==> config.mk <==
export PLATFORM = sky130hd
export DESIGN_NAME = rsplit_top
export DESIGN_NICKNAME = d
export VERILOG_FILES = /design/src/rtl/rsplit_pkg.sv /design/src/rtl/rsplit_align.sv /design/src/rtl/rsplit_chunk.sv /design/src/rtl/rsplit_top.sv
export SDC_FILE = /design/constraint.sdc
export NUM_CORES = 1
export LEC_CHECK = 0
export BUFFER_PORTS_ARGS = -buffer_cell sky130_fd_sc_hd__buf_2
export CORE_ASPECT_RATIO = 0.9
export CORE_MARGIN = 8
export CORE_UTILIZATION = 59
export DETAILED_ROUTE_END_ITERATION = 10
export GPL_ROUTABILITY_DRIVEN = 0
export PLACE_DENSITY = 0.79
export SETUP_SLACK_MARGIN = 0.5
export SYNTH_ARGS = -nofsm -noshare
export SYNTH_HDL_FRONTEND = slang
export SYNTH_SLANG_ARGS = --single-unit
==> constraint.sdc <==
create_clock -name clk -period 24.9 [get_ports clk]
set_input_delay 2.49 -clock clk [delete_from_list [all_inputs] [get_ports clk]]
set_output_delay 2.49 -clock clk [all_outputs]
set_load 0.1 [all_outputs]
==> src/rtl/rsplit_pkg.sv <==
package rsplit_pkg;

    typedef enum logic [1:0] {
        OP_INV   = 2'd0,
        OP_CLEAN = 2'd1,
        OP_FLUSH = 2'd2
    } op_e;

    typedef enum logic [1:0] {
        K_LINE_CI = 2'd0,
        K_RCLEAN  = 2'd1,
        K_RINV    = 2'd2
    } kind_e;

    typedef enum logic [2:0] {
        S_IDLE,
        S_HEAD,
        S_TAIL,
        S_RCLEAN,
        S_RINV,
        S_FIN
    } state_e;

endpackage

==> src/rtl/rsplit_align.sv <==
// Rounds an incoming byte range to lines according to the operation.
module rsplit_align #(
    parameter int AW         = 32,
    parameter int LINE_BYTES = 32
) (
    input  rsplit_pkg::op_e  op,
    input  logic [AW-1:0]    start_b,
    input  logic [AW-1:0]    end_b,
    output logic [AW:0]      work_start,
    output logic [AW:0]      work_end,
    output logic             head_need,
    output logic             tail_need,
    output logic [AW-1:0]    head_line
);
    import rsplit_pkg::*;

    localparam int XW = AW + 1;
    localparam int LB = $clog2(LINE_BYTES);
    localparam logic [XW-1:0] LINE_X = XW'(LINE_BYTES);

    logic [AW-1:0] start_dn;
    logic [AW-1:0] end_dn;
    logic          start_part;
    logic          end_part;
    logic [XW-1:0] start_up;
    logic [XW-1:0] end_up;

    always_comb begin
        start_dn   = {start_b[AW-1:LB], {LB{1'b0}}};
        end_dn     = {end_b[AW-1:LB], {LB{1'b0}}};
        start_part = |start_b[LB-1:0];
        end_part   = |end_b[LB-1:0];
        start_up   = start_part ? ({1'b0, start_dn} + LINE_X) : {1'b0, start_b};
        end_up     = end_part ? ({1'b0, end_dn} + LINE_X) : {1'b0, end_b};
        head_line  = start_dn;

        if (op == OP_INV) begin
            head_need  = start_part;
            work_start = start_up;
            tail_need  = (start_up < {1'b0, end_b}) && end_part;
            work_end   = tail_need ? {1'b0, end_dn} : {1'b0, end_b};
        end else begin
            head_need  = 1'b0;
            tail_need  = 1'b0;
            work_start = {1'b0, start_dn};
            work_end   = end_up;
        end
    end

endmodule

==> src/rtl/rsplit_chunk.sv <==
// End of the chunk that begins at cur: clipped by the range end,
// the byte budget and the next page start.
module rsplit_chunk #(
    parameter int AW         = 32,
    parameter int PAGE_BYTES = 4096,
    parameter int MAX_BYTES  = 1024
) (
    input  logic [AW:0] cur,
    input  logic [AW:0] lim,
    output logic [AW:0] chunk_end
);
    localparam int XW = AW + 1;
    localparam int PB = $clog2(PAGE_BYTES);
    localparam logic [XW-1:0] MAX_X  = XW'(MAX_BYTES);
    localparam logic [XW-1:0] PAGE_X = XW'(PAGE_BYTES);

    logic [XW-1:0] by_budget;
    logic [XW-1:0] by_page;
    logic [XW-1:0] tighter;

    always_comb begin
        by_budget = cur + MAX_X;
        by_page   = {cur[XW-1:PB], {PB{1'b0}}} + PAGE_X;
        tighter   = (by_budget < by_page) ? by_budget : by_page;
        chunk_end = (lim < tighter) ? lim : tighter;
    end

endmodule

==> src/rtl/rsplit_top.sv <==
module rsplit_top #(
    parameter int AW         = 32,
    parameter int LINE_BYTES = 32,
    parameter int PAGE_BYTES = 4096,
    parameter int MAX_BYTES  = 1024
) (
    input  logic          clk,
    input  logic          rst_n,
    input  logic          req_valid,
    output logic          req_ready,
    input  logic [1:0]    req_op,
    input  logic          req_wt,
    input  logic [AW-1:0] req_start,
    input  logic [AW-1:0] req_end,
    output logic          cmd_valid,
    input  logic          cmd_ready,
    output logic [1:0]    cmd_kind,
    output logic [AW-1:0] cmd_first,
    output logic [AW-1:0] cmd_last,
    output logic          done
);
    import rsplit_pkg::*;

    localparam int XW = AW + 1;
    localparam int LB = $clog2(LINE_BYTES);
    localparam int PB = $clog2(PAGE_BYTES);
    localparam logic [XW-1:0] LINE_X = XW'(LINE_BYTES);

    typedef struct packed {
        state_e        st;
        op_e           op;
        logic          wt;
        logic          tail;
        logic [XW-1:0] cur;
        logic [XW-1:0] lim;
        logic [AW-1:0] head_line;
    } ctx_t;

    ctx_t ctx_d, ctx_q;

    op_e           op_in;
    logic [XW-1:0] al_start;
    logic [XW-1:0] al_end;
    logic          al_head;
    logic          al_tail;
    logic [AW-1:0] al_head_line;
    logic [XW-1:0] ce;
    logic [XW-1:0] ce_last;

    assign op_in = (req_op == 2'd0) ? OP_INV : (req_op == 2'd1) ? OP_CLEAN : OP_FLUSH;

    rsplit_align #(.AW(AW), .LINE_BYTES(LINE_BYTES)) u_align (
        .op         (op_in),
        .start_b    (req_start),
        .end_b      (req_end),
        .work_start (al_start),
        .work_end   (al_end),
        .head_need  (al_head),
        .tail_need  (al_tail),
        .head_line  (al_head_line)
    );

    rsplit_chunk #(.AW(AW), .PAGE_BYTES(PAGE_BYTES), .MAX_BYTES(MAX_BYTES)) u_chunk (
        .cur       (ctx_q.cur),
        .lim       (ctx_q.lim),
        .chunk_end (ce)
    );

    // First range state for a window, or finish when it is empty.
    function automatic state_e range_entry(logic [XW-1:0] s, logic [XW-1:0] e, op_e op, logic wt);
        if (s >= e)                 return S_FIN;
        else if (op == OP_INV || wt) return S_RINV;
        else                        return S_RCLEAN;
    endfunction

    always_comb begin
        ctx_d = ctx_q;
        case (ctx_q.st)
            S_IDLE: begin
                if (req_valid) begin
                    ctx_d.op        = op_in;
                    ctx_d.wt        = req_wt;
                    ctx_d.cur       = al_start;
                    ctx_d.lim       = al_end;
                    ctx_d.tail      = al_tail;
                    ctx_d.head_line = al_head_line;
                    if (req_start == req_end)
                        ctx_d.st = S_FIN;
                    else if (op_in == OP_INV && al_head)
                        ctx_d.st = S_HEAD;
                    else if (op_in == OP_INV && al_tail)
                        ctx_d.st = S_TAIL;
                    else if (op_in == OP_CLEAN && req_wt)
                        ctx_d.st = S_FIN;
                    else
                        ctx_d.st = range_entry(al_start, al_end, op_in, req_wt);
                end
            end
            S_HEAD: begin
                if (cmd_ready)
                    ctx_d.st = ctx_q.tail ? S_TAIL
                             : range_entry(ctx_q.cur, ctx_q.lim, ctx_q.op, ctx_q.wt);
            end
            S_TAIL: begin
                if (cmd_ready)
                    ctx_d.st = range_entry(ctx_q.cur, ctx_q.lim, ctx_q.op, ctx_q.wt);
            end
            S_RCLEAN: begin
                if (cmd_ready) begin
                    if (ctx_q.op == OP_FLUSH) begin
                        ctx_d.st = S_RINV;
                    end else begin
                        ctx_d.cur = ce;
                        ctx_d.st  = (ce < ctx_q.lim) ? S_RCLEAN : S_FIN;
                    end
                end
            end
            S_RINV: begin
                if (cmd_ready) begin
                    ctx_d.cur = ce;
                    if (ce < ctx_q.lim)
                        ctx_d.st = (ctx_q.op == OP_FLUSH && !ctx_q.wt) ? S_RCLEAN : S_RINV;
                    else
                        ctx_d.st = S_FIN;
                end
            end
            S_FIN:   ctx_d.st = S_IDLE;
            default: ctx_d.st = S_IDLE;
        endcase
    end

    always_ff @(posedge clk or negedge rst_n) begin
        if (!rst_n) begin
            ctx_q <= '{st: S_IDLE, op: OP_INV, default: '0};
        end else begin
            ctx_q <= ctx_d;
        end
    end

    // Output decode from registered state only.
    always_comb begin
        ce_last   = ce - LINE_X;
        req_ready = (ctx_q.st == S_IDLE);
        done      = (ctx_q.st == S_FIN);
        cmd_valid = 1'b0;
        cmd_kind  = K_LINE_CI;
        cmd_first = ctx_q.cur[AW-1:0];
        cmd_last  = ce_last[AW-1:0];
        case (ctx_q.st)
            S_HEAD: begin
                cmd_valid = 1'b1;
                cmd_first = ctx_q.head_line;
                cmd_last  = ctx_q.head_line;
            end
            S_TAIL: begin
                cmd_valid = 1'b1;
                cmd_first = ctx_q.lim[AW-1:0];
                cmd_last  = ctx_q.lim[AW-1:0];
            end
            S_RCLEAN: begin
                cmd_valid = 1'b1;
                cmd_kind  = K_RCLEAN;
            end
            S_RINV: begin
                cmd_valid = 1'b1;
                cmd_kind  = K_RINV;
            end
            default: ;
        endcase
    end

    // ---------------- assertions ----------------
    assert_line_aligned_R1: assert property (@(posedge clk) disable iff (!rst_n)
        cmd_valid |-> (cmd_first[LB-1:0] == '0) && (cmd_last[LB-1:0] == '0) && (cmd_last >= cmd_first));

    assert_chunk_budget_R2: assert property (@(posedge clk) disable iff (!rst_n)
        cmd_valid |-> ({1'b0, cmd_last} - {1'b0, cmd_first}) < XW'(MAX_BYTES));

    assert_same_page_R3: assert property (@(posedge clk) disable iff (!rst_n)
        cmd_valid |-> (cmd_first[AW-1:PB] == cmd_last[AW-1:PB]));

    assert_flush_pair_R7: assert property (@(posedge clk) disable iff (!rst_n)
        (cmd_valid && cmd_ready && cmd_kind == K_RCLEAN && ctx_q.op == OP_FLUSH)
        |=> cmd_valid && cmd_kind == K_RINV && cmd_first == $past(cmd_first) && cmd_last == $past(cmd_last));

    assert_wt_no_clean_R8: assert property (@(posedge clk) disable iff (!rst_n)
        (cmd_valid && ctx_q.wt) |-> (cmd_kind != K_RCLEAN));

    assert_done_single_R9: assert property (@(posedge clk) disable iff (!rst_n)
        done |=> !done);

    assert_busy_after_accept_R10: assert property (@(posedge clk) disable iff (!rst_n)
        (req_valid && req_ready) |=> !req_ready);

    assert_hold_stable_R10: assert property (@(posedge clk) disable iff (!rst_n)
        (cmd_valid && !cmd_ready) |=> cmd_valid && $stable(cmd_kind) && $stable(cmd_first) && $stable(cmd_last));

endmodule

## Word level (Yosys, flattened, before mapping)

Index checks and enable logic that the tools add are counted.

| word-level totals | value |
|---|---|
| register bits after elaboration | 100 |
| input bits | 71 |
| output and inout bits | 69 |

| cells by class | value |
|---|---|
| add/sub/neg operators | 5 |
| magnitude comparators | 6 |
| equal/unequal tests | 15 |
| multiplexer cells | 38 |
| reduce and logical (&&, ||, !) cells | 19 |

Operator list:

| operator | count |
|---|---|
| $mux W33 | 9 |
| $pmux W32 S2 | 2 |
| $mux W105 | 1 |
| $lt A33 B33 Y1 | 3 |
| $pmux W33 S3 | 1 |
| $add A32 B6 Y33 const B | 2 |
| $ge A33 B33 Y1 | 2 |
| $mux W3 | 17 |
| $add A33 B11 Y33 const B | 1 |
| $add A33 B13 Y33 const B | 1 |
| $lt A33 B32 Y1 | 1 |
| $eq A32 B32 Y1 | 1 |
| $sub A32 B6 Y32 const B | 1 |
| $pmux W3 S5 | 1 |
| $ne A2 B2 Y1 const B | 6 |
| $reduce_and A5 Y1 | 2 |
| $reduce_or A5 Y1 | 2 |
| $eq A3 B2 Y1 const B | 2 |
| $eq A3 B3 Y1 const B | 2 |
| $logic_not A2 Y1 | 3 |
| $logic_and A1 B1 Y1 | 5 |
| $mux W5 | 1 |
| $eq A2 B1 Y1 const B | 2 |
| $mux W2 | 2 |
| other kinds (10) | 13 |

## Logic depth before layout (Yosys ltp)

Gate-level depths: netlist of the first run.

| depth | value |
|---|---|
| depth in word-level cells | 14 |
| depth in mapped cells | 43 |
| mapped depth without buffers | 39 |

## Modules after synthesis

Synthesis of the first run repeated with hierarchy kept, for this count alone.

| second synthesis, totals | value |
|---|---|
| cell total of the unflattened synthesis | 1,739 |
| area total of the unflattened synthesis | 13,508.0 sq um |

Modules (own cells, without submodules):

| module | times used | cells an instance | area an instance (sq um) | sequential area each (sq um) |
|---|---|---|---|---|
| rsplit_top | 1 | 1,003 | 8,414.3 | 2,627.5 |
| rsplit_chunk | 1 | 359 | 2,576.2 | 0.0 |
| rsplit_align | 1 | 377 | 2,517.4 | 0.0 |

## Least setup slack after synthesis of the first run

OpenSTA, ideal clock, no wires.

| timing path | value |
|---|---|
| kind | register to output |
| from | register ctx_q[78] in the netlist's numbering |
| to | output port cmd_last[27] |
| arrival time | 9.418 ns |
| required time | 22.410 ns |
| slack | 12.992 ns |
| cell stages (with the launch flop) | 33 |
| cells stage by stage | dfrtp_1 > ha_1 > nand4_2 > or3_4 > nor3_1 > nand2_1 > xnor2_1 > ha_1 > nand2_1 > or3_1 > a31o_2 > nand3_2 > buf_1 > clkbuf_1 > o21ai_0 > ha_1 > a2111oi_0 > o211ai_1 > o211ai_1 > a21boi_0 > or2_2 > a21oi_2 > buf_2 > buf_1 > nor2_1 > a21oi_1 > ha_1 > o21ai_0 > o32ai_4 > nand4_2 > nor2_1 > xnor2_1 > o21ai_0 |

| between the ends | value |
|---|---|
| cells in the longest elaborated chain, start to end | 7 |
| elaborated cells on any way between the ends | 8 |
| classes of those cells | 3 x add/sub; 2 x order compare; 3 x mux |

Ends and longest elaborated chain:

| element | RTL line | source |
|---|---|---|
| start, declared | rsplit_top.sv:39 | `ctx_t ctx_d, ctx_q;` |
| start signal, assigned | rsplit_top.sv:136 | `ctx_q <= ctx_d;` |
| $add A33 B11 Y33 or $add A33 B13 Y33 (tied branches) | rsplit_chunk.sv:22, rsplit_chunk.sv:23 |  |
| $lt A33 B33 Y1 | rsplit_chunk.sv:24 | `tighter = (by_budget < by_page) ? by_budget : by_page;` |
| $mux W33 (*) | rsplit_chunk.sv:24 |  |
| $lt A33 B33 Y1 | rsplit_chunk.sv:25 | `chunk_end = (lim < tighter) ? lim : tighter;` |
| $mux W33 (*) | rsplit_chunk.sv:25 |  |
| $sub A32 B6 Y32 (*) | rsplit_top.sv:142 | `ce_last = ce - LINE_X;` |
| $pmux W32 S2 (*) | rsplit_top.sv:149 | `case (ctx_q.st)` |
| end, declared | rsplit_top.sv:19 | `output logic [AW-1:0] cmd_last,` |

Mark *: on every way between the ends. The rest lies on a longest branch, timed or not.

## Worst setup path after layout of the first run

| timing path | value |
|---|---|
| from | register ctx_q[77] in the netlist's numbering |
| to | output port cmd_last[31] |

The elaborated chain is that of the path after synthesis.

==> results of run 1 <==
## metrics by stage
| stage | hold slack [ns] | area (sq um) | instances | util |
|---|---|---|---|---|
| final | 0.477 | 14300 | 2160 | 0.642 |
| after global routing | 0.499 | 14300 | 2160 | 0.642 |
| after CTS | 0.480 | 14300 | 2160 | 0.642 |
| after detailed placement | 0.464 | 14000 | 2146 | 0.630 |
| after global placement | 0.459 | 14000 | 2146 | 0.630 |
| after floorplan | 0.447 | 13200 | 1793 | - |
## per-layer routing
metal  share of wire  track usage  routed length, um
met2            0.42        0.487              18900
met3            0.11       0.0565               5000
met1            0.41        0.432              18500
met5               0            0                  0
met4           0.058        0.177               2600
## kinds of logic after synthesis
logic type,count (synthesis),share of synthesized area
simple gates,716,0.256
compound gates,397,0.199
buf+inv,212,0.0632
fa+ha+maj,179,0.170
xor+xnor,162,0.107
flops,100,0.189
mux,18,0.0148
other cells,2,0.000569
## Yosys cell counts, types with 19 or more instances
cell,count
o21ai_0,120
ha_1,179
xor2_1,40
a21oi_1,67
dfrtp_1,100
nand4_1,68
nor3_1,36
nor2_1,92
clkbuf_1,70
xnor2_1,122
nand2_1,347
a21o_1,43
inv_1,118
nand3_1,58
nor2b_1,20
a22oi_1,53
nor4_1,19
## cell type report
class / count / area [sq um] / share of cell area
inverter: 118 / 443 / 0.0310
multi-input combinational: 1481 / 9930 / 0.695
sequential: 100 / 2500 / 0.175
clock buffer: 10 / 229 / 0.0160
tap: 297 / 372 / 0.0260
clock inverter: 4 / 28.8 / 0.00201
timing repair buffer: 150 / 781 / 0.0547
## worst min path at each step
stage,start,end,slack (ns),cells after the start
finish,ctx_q[11]$_DFFE_PN0P_,ctx_q[11]$_DFFE_PN0P_,0.48,2
detailed placement,ctx_q[15]$_DFFE_PN0P_,ctx_q[15]$_DFFE_PN0P_,0.46,2
floorplan,ctx_q[19]$_DFFE_PN0P_,ctx_q[19]$_DFFE_PN0P_,0.45,2
global placement,ctx_q[17]$_DFFE_PN0P_,ctx_q[17]$_DFFE_PN0P_,0.46,2
CTS,ctx_q[15]$_DFFE_PN0P_,ctx_q[15]$_DFFE_PN0P_,0.48,2
global route,ctx_q[11]$_DFFE_PN0P_,ctx_q[11]$_DFFE_PN0P_,0.50,2
## worst reg2reg max path: cells and delay by family, from the launching register on
kind / cells / cell delay (ns)
AND/OR/NAND/NOR: 16 / 4.88
AO/OA/AOI/OAI: 11 / 3.56
adder cells (fa/ha/maj): 4 / 1.29
flip-flops: 1 / 0.53
XOR/XNOR: 1 / 0.17
==> results.md, run 1 <==
- Status: complete, no violations
- Worst Reg-to-Reg Cells: 32
- CP peak stage delay: 0.77 ns
- H-tree depth: 3
- DRC violations left: 0
- Crit path top cell by count: ha_1
- Crit path launch: ctx_q[77]$_DFFE_PN0P_
- Layout cell share with drive strength beyond 1: 0.113
- First-pass GRT wire length: 71.1 mm
- Setup repair after global routing missed its margin: no
- Overall Global Routing Usage: 0.322
- Share of the synthesized area in the top cell type: 0.189
- Final slew viol count: 0
- Total gr overflow: 0
- Final setup viols: 0
- PortBufs: about 140
- Initial Util: 0.594
- Post-synth top area cell: dfrtp_1
- Worst Setup Start Kind: flop
- DR vias: about 14000
- Setup CP Type: flop to primary output
- Most common cell after layout, fill and taps aside: nand2_1
- Required @ worst endpoint: 22.41 ns
- Leading cell types in the layout, fill and taps excluded: nand2_1 (347), ha_1 (179), buf_2 (138), xnor2_1 (122), o21ai_0 (120)
- Final worst-path cycle share: 0.483
- Synth Warn #: 0
- Total die area: ~0.027 sq mm
- Sinks on Clock Net: 100
- Critical path's top delay family: simple AND/OR/NAND/NOR gates
- Area grow syn2layout: 8.13%
- Root Buffer: clkbuf_16
- Max FFs per register: 100
- Vias in the first global route: ~13000
- Yosys reg bits: 100
- Reg2reg end: ctx_q[102]$_DFFE_PN0P_
- Initial drt markers: about 1800
- Post-CTS setup buffer count: 0
- TritonRoute pass-1 iters: 9
- Hold Buf Count CTS: 0
- Biggest regs: ctx_q (100)
- Num CTS Buffers: 9
- Hold Fails Final Rpt: 0
- Post-synth EDFFs: 0
- Clock Pin Slew Worst Setup and Hold Paths: ~0.07 ns
- Fillcell total: about 2000
- Setup crit end: cmd_last[31]
- Antenna Violating Nets Remaining: 0
- CP Depth: 31
- Critical path arrival: approximately 9.5 ns
- Worst R2R Start: ctx_q[77]$_DFFE_PN0P_
- Largest Register: ctx_q
- Cell Area, Synth: 0.0132 sq mm
- Total Routed Length: 45.0 mm
- Post-CTS Resized: 0
- Sequential fraction of the synthesis area: 0.189
- Relative slew margins: 0.214
- Largest net degree at the start of global routing: 88
- Syn Inst Count: about 1800
- I/O Pins: 140
- Max cap viols: 0
- Worst Path Buf+Inv: 2
- Row cnt: 52
- Placeable Area: around 0.022 sq mm
- Ys flop type: dfrtp_1
- Clock Latency Late Sink: 0.36 ns
- Worst Hold Class: flop to flop
- Critical Path Slowest Stage Cell: nor3_4
- DR vias/cell: 6.48
- Initial antenna violation count: 0
- Clock Path Buffers: 2
- N_diodes: 0
- TritonCTS clock tree: yes
- Fin worst setup slack: 12.88 ns
- Synth cell types: just under 80
- Total negative slack: 0 ns
- Routed WL per cell: 20.9 um
- Final Skew: between 0.009 and 0.01 ns
- Worst slack at placement: 13.47 ns
- Syn Area/Cell: roughly 7.4 sq um
- Layout Nets: between 2000 and 2500
- Min Tclk post-route: ~12 ns
- Die width: 174 um
- Async set or reset register ratio after synthesis: 1.00
- Worst-Margin Slew: between 1 and 1.5 ns
- Critical Path Sink Type: primary output
- Fmax: 83.2 MHz
- R2r setup slk: about 14 ns
- Die Y: 158 um
- DPL Wire Length: between 30 and 40 mm
- Synth area leaders: dfrtp_1 (19%), ha_1 (17%), nand2_1 (9.9%)
- Critical path fanouts, max: 42
Power of run 1 is not shown: default switching activity piles up to over one toggle a cycle in this logic, so the estimate is an artifact.
==> run 2: changes to the inputs <==
Settings changed: CORE_UTILIZATION 59 to 56.
Clock period 24.9 ns to 10.75 ns, I/O delays scaled along.
==> results.md, run 2 (synthesis gave the netlist of run 1 again) <==
- First-pass GRT wire length: 71.1 mm
- Largest Register: ctx_q
- Die Y: around 160 um
- DR vias/cell: 6.48
- Hold path depth: 2
- Final Skew: ~0.014 ns
- DPL Wire Length: around 36 mm
- Final worst-path cycle share: 0.907
- Area occupied by multi-input gates: 0.00998 sq mm
- Layout cell share with drive strength beyond 1: 0.123
- Overall Global Routing Usage: 0.307
- Critical Path Slowest Stage Cell: dfrtp_1
- Largest net degree at the start of global routing: around 100
- Total gr overflow: 0
- TritonRoute pass-1 iters: 7
- Placeable Area: 0.0233 sq mm
- CP Depth: 32
- Leading cell types in the layout, fill and taps excluded: nand2_1 (347), ha_1 (179), buf_2 (134), xnor2_1 (122), inv_1 (118)
- Max FFs per register: 100
- Critical path's top delay family: simple AND/OR/NAND/NOR gates
- N_diodes: 0
- Antenna Violating Nets Remaining: 0
- Total negative slack: 0 ns
- Initial Util: 0.568
- Max cap viols: 0
- Num CTS Buffers: 9
- DRC violations left: 0
- Required @ worst endpoint: slightly below 10 ns
- TritonCTS clock tree: yes
- Clock Latency Late Sink: 0.35 ns
- Root Buffer: clkbuf_16
- Worst Reg-to-Reg Cells: 34
- Worst Setup Start Kind: flop
- Critical path fanouts, max: 27
- CP peak stage delay: about 0.54 ns
- Hold Buf Count CTS: 0
- H-tree depth: 3
- DR vias: around 14000
- Relative slew margins: 0.318
- PortBufs: between 100 and 150
- Status: complete, no violations
- Sinks on Clock Net: 100
- Routed WL per cell: around 21 um
- Min Tclk post-route: 9.75 ns
- Worst Hold Class: flop to flop
- Total die area: roughly 0.029 sq mm
- Initial antenna violation count: 0
- Final setup viols: 0
- Vias in the first global route: approximately 13000
- Worst-Margin Slew: between 1 and 1.5 ns
- Clock Pin Slew Worst Setup and Hold Paths: ~0.080 ns
- Initial drt markers: around 1800
- I/O Pins: 140
- Clock Path Buffers: 2
- Total Routed Length: between 40 and 50 mm
- Crit path top cell by count: ha_1
- Area grow syn2layout: 9.63%
- Row cnt: 53
- Setup repair after global routing missed its margin: no
- Most common cell after layout, fill and taps aside: nand2_1
- Fmax: 103 MHz
- Setup CP Type: flop to primary output
- Biggest regs: ctx_q (100)
- Worst Path Buf+Inv: 3
- Hold Fails Final Rpt: 0
- Layout Nets: roughly 2100
- Storage element area: between 0.002 and 0.003 sq mm
- Final slew viol count: 0
- Fillcell total: about 2000
- Die width: around 180 um
- Critical path arrival: between 8 and 9 ns
- Critical Path Sink Type: primary output
run 2: changes by cell type in the layout (fill, tap and decap cells not counted), sizes merged:
cell	previous run	this run
a21oi	68	69
inv	118	121
clkinvlp	2	1
buf	150	158
clkbuf	10	14
run 2: what timing repair did:
| item | in CTS | in global routing |
|---|---|---|
| pin swaps | 0 | 1 |
| buffers inserted | 0 | 10 |
| gates resized for setup | 2 | 11 |
| setup endpoints to repair | 8 | 18 |
| gates cloned | 0 | 1 |
run 2: final timing paths:
kind,start,end,slack (ns)
min,ctx_q[7]$_DFFE_PN0P_,ctx_q[7]$_DFFE_PN0P_,0.48
max reg2reg,ctx_q[77]$_DFFE_PN0P_,ctx_q[102]$_DFFE_PN0P_,1.25
min reg2reg,ctx_q[7]$_DFFE_PN0P_,ctx_q[7]$_DFFE_PN0P_,0.48
min in group asynchronous,rst_n,ctx_q[69]$_DFFE_PN0P_,0.64
max,ctx_q[77]$_DFFE_PN0P_,cmd_last[25],1.0
max in group asynchronous,rst_n,ctx_q[101]$_DFFE_PN0P_,8.84
run 2: final cells by class:
type                            count  share of cell area
Clock inverter                      6             0.00389
Inverter                          118              0.0306
Timing Repair Buffer              162              0.0608
Clock buffer                       10              0.0165
Tap cell                          302              0.0261
Multi-Input combinational cell   1482               0.689
Sequential cell                   100               0.173
run 2: tightest hold or removal path: stages, from the launching register on:
cell and delay [ns]:
dfrtp_1 0.34, nand2_1 0.05, nand2_1 0.06
run 2: metal layers:
metal  track usage  wire length, um  up-vias
met5             0                0        -
met3        0.0450             4720      161
met4         0.165             2790        0
met2         0.455            19000      898
met1         0.423            18900     6567
li1              -                -     6497
run 2: stage by stage:
step	util	hold WS [ns]	instances	cell area [sq um]	setup slack, ns
final	0.622	0.480	2180	14500	0.997
after global routing	0.622	0.515	2180	14500	0.503
after CTS	0.617	0.482	2169	14400	0.586
after detailed placement	0.604	0.464	2153	14000	0.751
after global placement	0.604	0.461	2153	14000	1.02
after floorplan	-	0.447	1793	13200	0.887
Power of run 2 is left out for the same reason.
==> run 3: changes to the inputs <==
==> constraint.sdc (replaced) <==
create_clock -name clk -period 10.75 [get_ports clk]
set_input_delay 1.075 -clock clk [delete_from_list [all_inputs] [get_ports clk]]
set_output_delay 1.075 -clock clk [all_outputs]
set_load 0.005 [all_outputs]
==> results.md, run 3 (synthesis gave the netlist of run 1 again) <==
- First-pass GRT wire length: 71.5 mm
- Sinks on Clock Net: 100
- Setup CP Type: flop to primary output
- Clock Path Buffers: 2
- Placeable Area: roughly 0.023 sq mm
- Crit path top cell by count: ha_1
- Required @ worst endpoint: ~9.7 ns
- Routed WL per cell: 21.1 um
- Min Tclk post-route: ~9.9 ns
- Layer with the highest usage: met2
- Fillcell total: between 2000 and 2500
- Cells after DPL: about 2200
- PD cells: 357 mW/mm^2
- Final slew viol count: 0
- Finished Layout Cells: between 2000 and 2500
- Critical path arrival: roughly 9 ns
- PortBufs: 139
- Critical Path Slowest Stage Cell: dfrtp_1
- Total gr overflow: 0
- Final worst-path cycle share: 0.922
- Met3 GRT Util: 0.0504
- Largest net degree at the start of global routing: ~100
- TritonRoute pass-1 iters: 7
- DPL Wire Length: between 30 and 40 mm
- Biggest regs: ctx_q (100)
- Num CTS Buffers: 9
- Fmax: just over 100 MHz
- Setup repair after global routing missed its margin: no
- Layout cell share with drive strength beyond 1: 0.119
- Hold Buf Count CTS: 0
- Critical Path Sink Type: primary output
- Max FFs per register: 100
- Initial drt markers: 1923
- Status: complete, no violations
- Leading cell types in the layout, fill and taps excluded: nand2_1 (347), ha_1 (179), buf_2 (138), xnor2_1 (122), o21ai_0 (119)
- CP peak stage delay: about 0.55 ns
- Largest Register: ctx_q
- Worst-Margin Slew: a little over 1 ns
- DR vias/cell: 6.53
- Worst Setup Start Kind: flop
- Antenna Violating Nets Remaining: 0
- TritonCTS clock tree: yes
- Global-route met1 utilization: 0.417
- Critical path fanouts, max: 11
- Max VDD drop: ~0.21 mV
- Leak Pwr: 6.86 nW
- Clock Latency Late Sink: between 0.3 and 0.4 ns
- N_diodes: 0
- Root Buffer: clkbuf_16
- DR vias: 14200
- Most common cell after layout, fill and taps aside: nand2_1
- Clock Pin Slew Worst Setup and Hold Paths: about 0.070 ns
- Met2 usage: 0.456
- Total Routed Length: ~46 mm
- Final Skew: between 0.01 and 0.015 ns
- Worst Hold Class: flop to flop
- Hold Fails Final Rpt: 0
- Initial Util: 0.568
- Die width: approximately 180 um
- Area grow syn2layout: 8.97%
- Max cap viols: 0
- I/O Pins: 140
- H-tree depth: 3
- Total die area: about 0.029 sq mm
- DRC violations left: 0
- Relative slew margins: 0.323
- Overall Global Routing Usage: 0.309
- Final setup viols: 0
- Die Y: between 150 and 200 um
- Row cnt: 53
- Layout Nets: 2117
- Initial antenna violation count: 0
- Vias in the first global route: roughly 14000
- Total negative slack: 0 ns
==> run 3: changes by cell type in the layout (fill, tap and decap cells not counted), moves of 2 or more <==
cell and change:
buf_4 -5, buf_2 +4, clkbuf_4 -4, o21ai_0 +4, o21ai_1 -4, inv_6 +3, a21oi_2 -2, clkinv_4 -2
nor4_1 +2
==> run 3: layer usage <==
metal / share of wire / wire, um / vias to the layer above
met3: 0.11 / 4950 / 201
met1: 0.40 / 18500 / 6573
met4: 0.069 / 3170 / 0
met2: 0.42 / 19200 / 955
met5: 0 / 0 / -
li1: - / - / 6475
==> run 3: worst max-delay path: cells and delay by family (launching register included) <==
family	cells	cell delay, ns
buf+inv	3	0.38
simple gates	15	3.53
xor+xnor	3	0.54
compound gates	8	2.10
flops	1	0.55
fa+ha+maj	4	1.36
==> run 3: cell type report <==
cell class	instances	area, sq um	area share
multi-input combinational	1481	9950	0.691
tap	302	378	0.0262
inverter	118	443	0.0308
clock inverter	7	67.6	0.00469
timing repair buffer	157	833	0.0579
clock buffer	9	225	0.0156
sequential	100	2500	0.174
==> run 3: path summary, 6_finish.rpt <==
kind	cells after the start	slack, ns	start	end
hold reg to reg	2	0.48	ctx_q[6]$_DFFE_PN0P_	ctx_q[6]$_DFFE_PN0P_
min in group asynchronous	1	0.73	rst_n	ctx_q[34]$_DFFE_PN0P_
hold / removal	2	0.48	ctx_q[6]$_DFFE_PN0P_	ctx_q[6]$_DFFE_PN0P_
setup reg to reg	37	1.12	ctx_q[77]$_DFFE_PN0P_	ctx_q[102]$_DFFE_PN0P_
max in group asynchronous	2	8.88	rst_n	ctx_q[56]$_DFFE_PN0P_
setup / recovery	33	0.84	ctx_q[77]$_DFFE_PN0P_	cmd_last[29]
==> run 3: what timing repair did <==
action | 4_1_cts | 5_1_grt
setup buffers | 0 | 4
endpoints found under the setup margin | 0 | 10
gates resized for setup | 0 | 5
==> run 3: metrics by stage <==
stage,util,area [sq um],total power [W],worst slack (ns),hold slack [ns]
after floorplan,-,13200,0.00335,2.18,0.447
after global placement,0.604,14100,0.00448,1.37,0.458
after detailed placement,0.604,14100,0.00461,1.13,0.466
after CTS,0.616,14300,0.00496,0.742,0.485
after global routing,0.618,14400,0.00550,0.394,0.505
final,0.618,14400,0.00515,0.838,0.483
==> run 3: power by group <==
part	internal [W]	switching (W)	total (W)
clock network	0.000164	0.000161	0.000325
logic	0.00148	0.00245	0.00393
registers	0.000539	0.000351	0.000890
total	0.00218	0.00296	0.00515
Power figures use the tool's default switching activity.
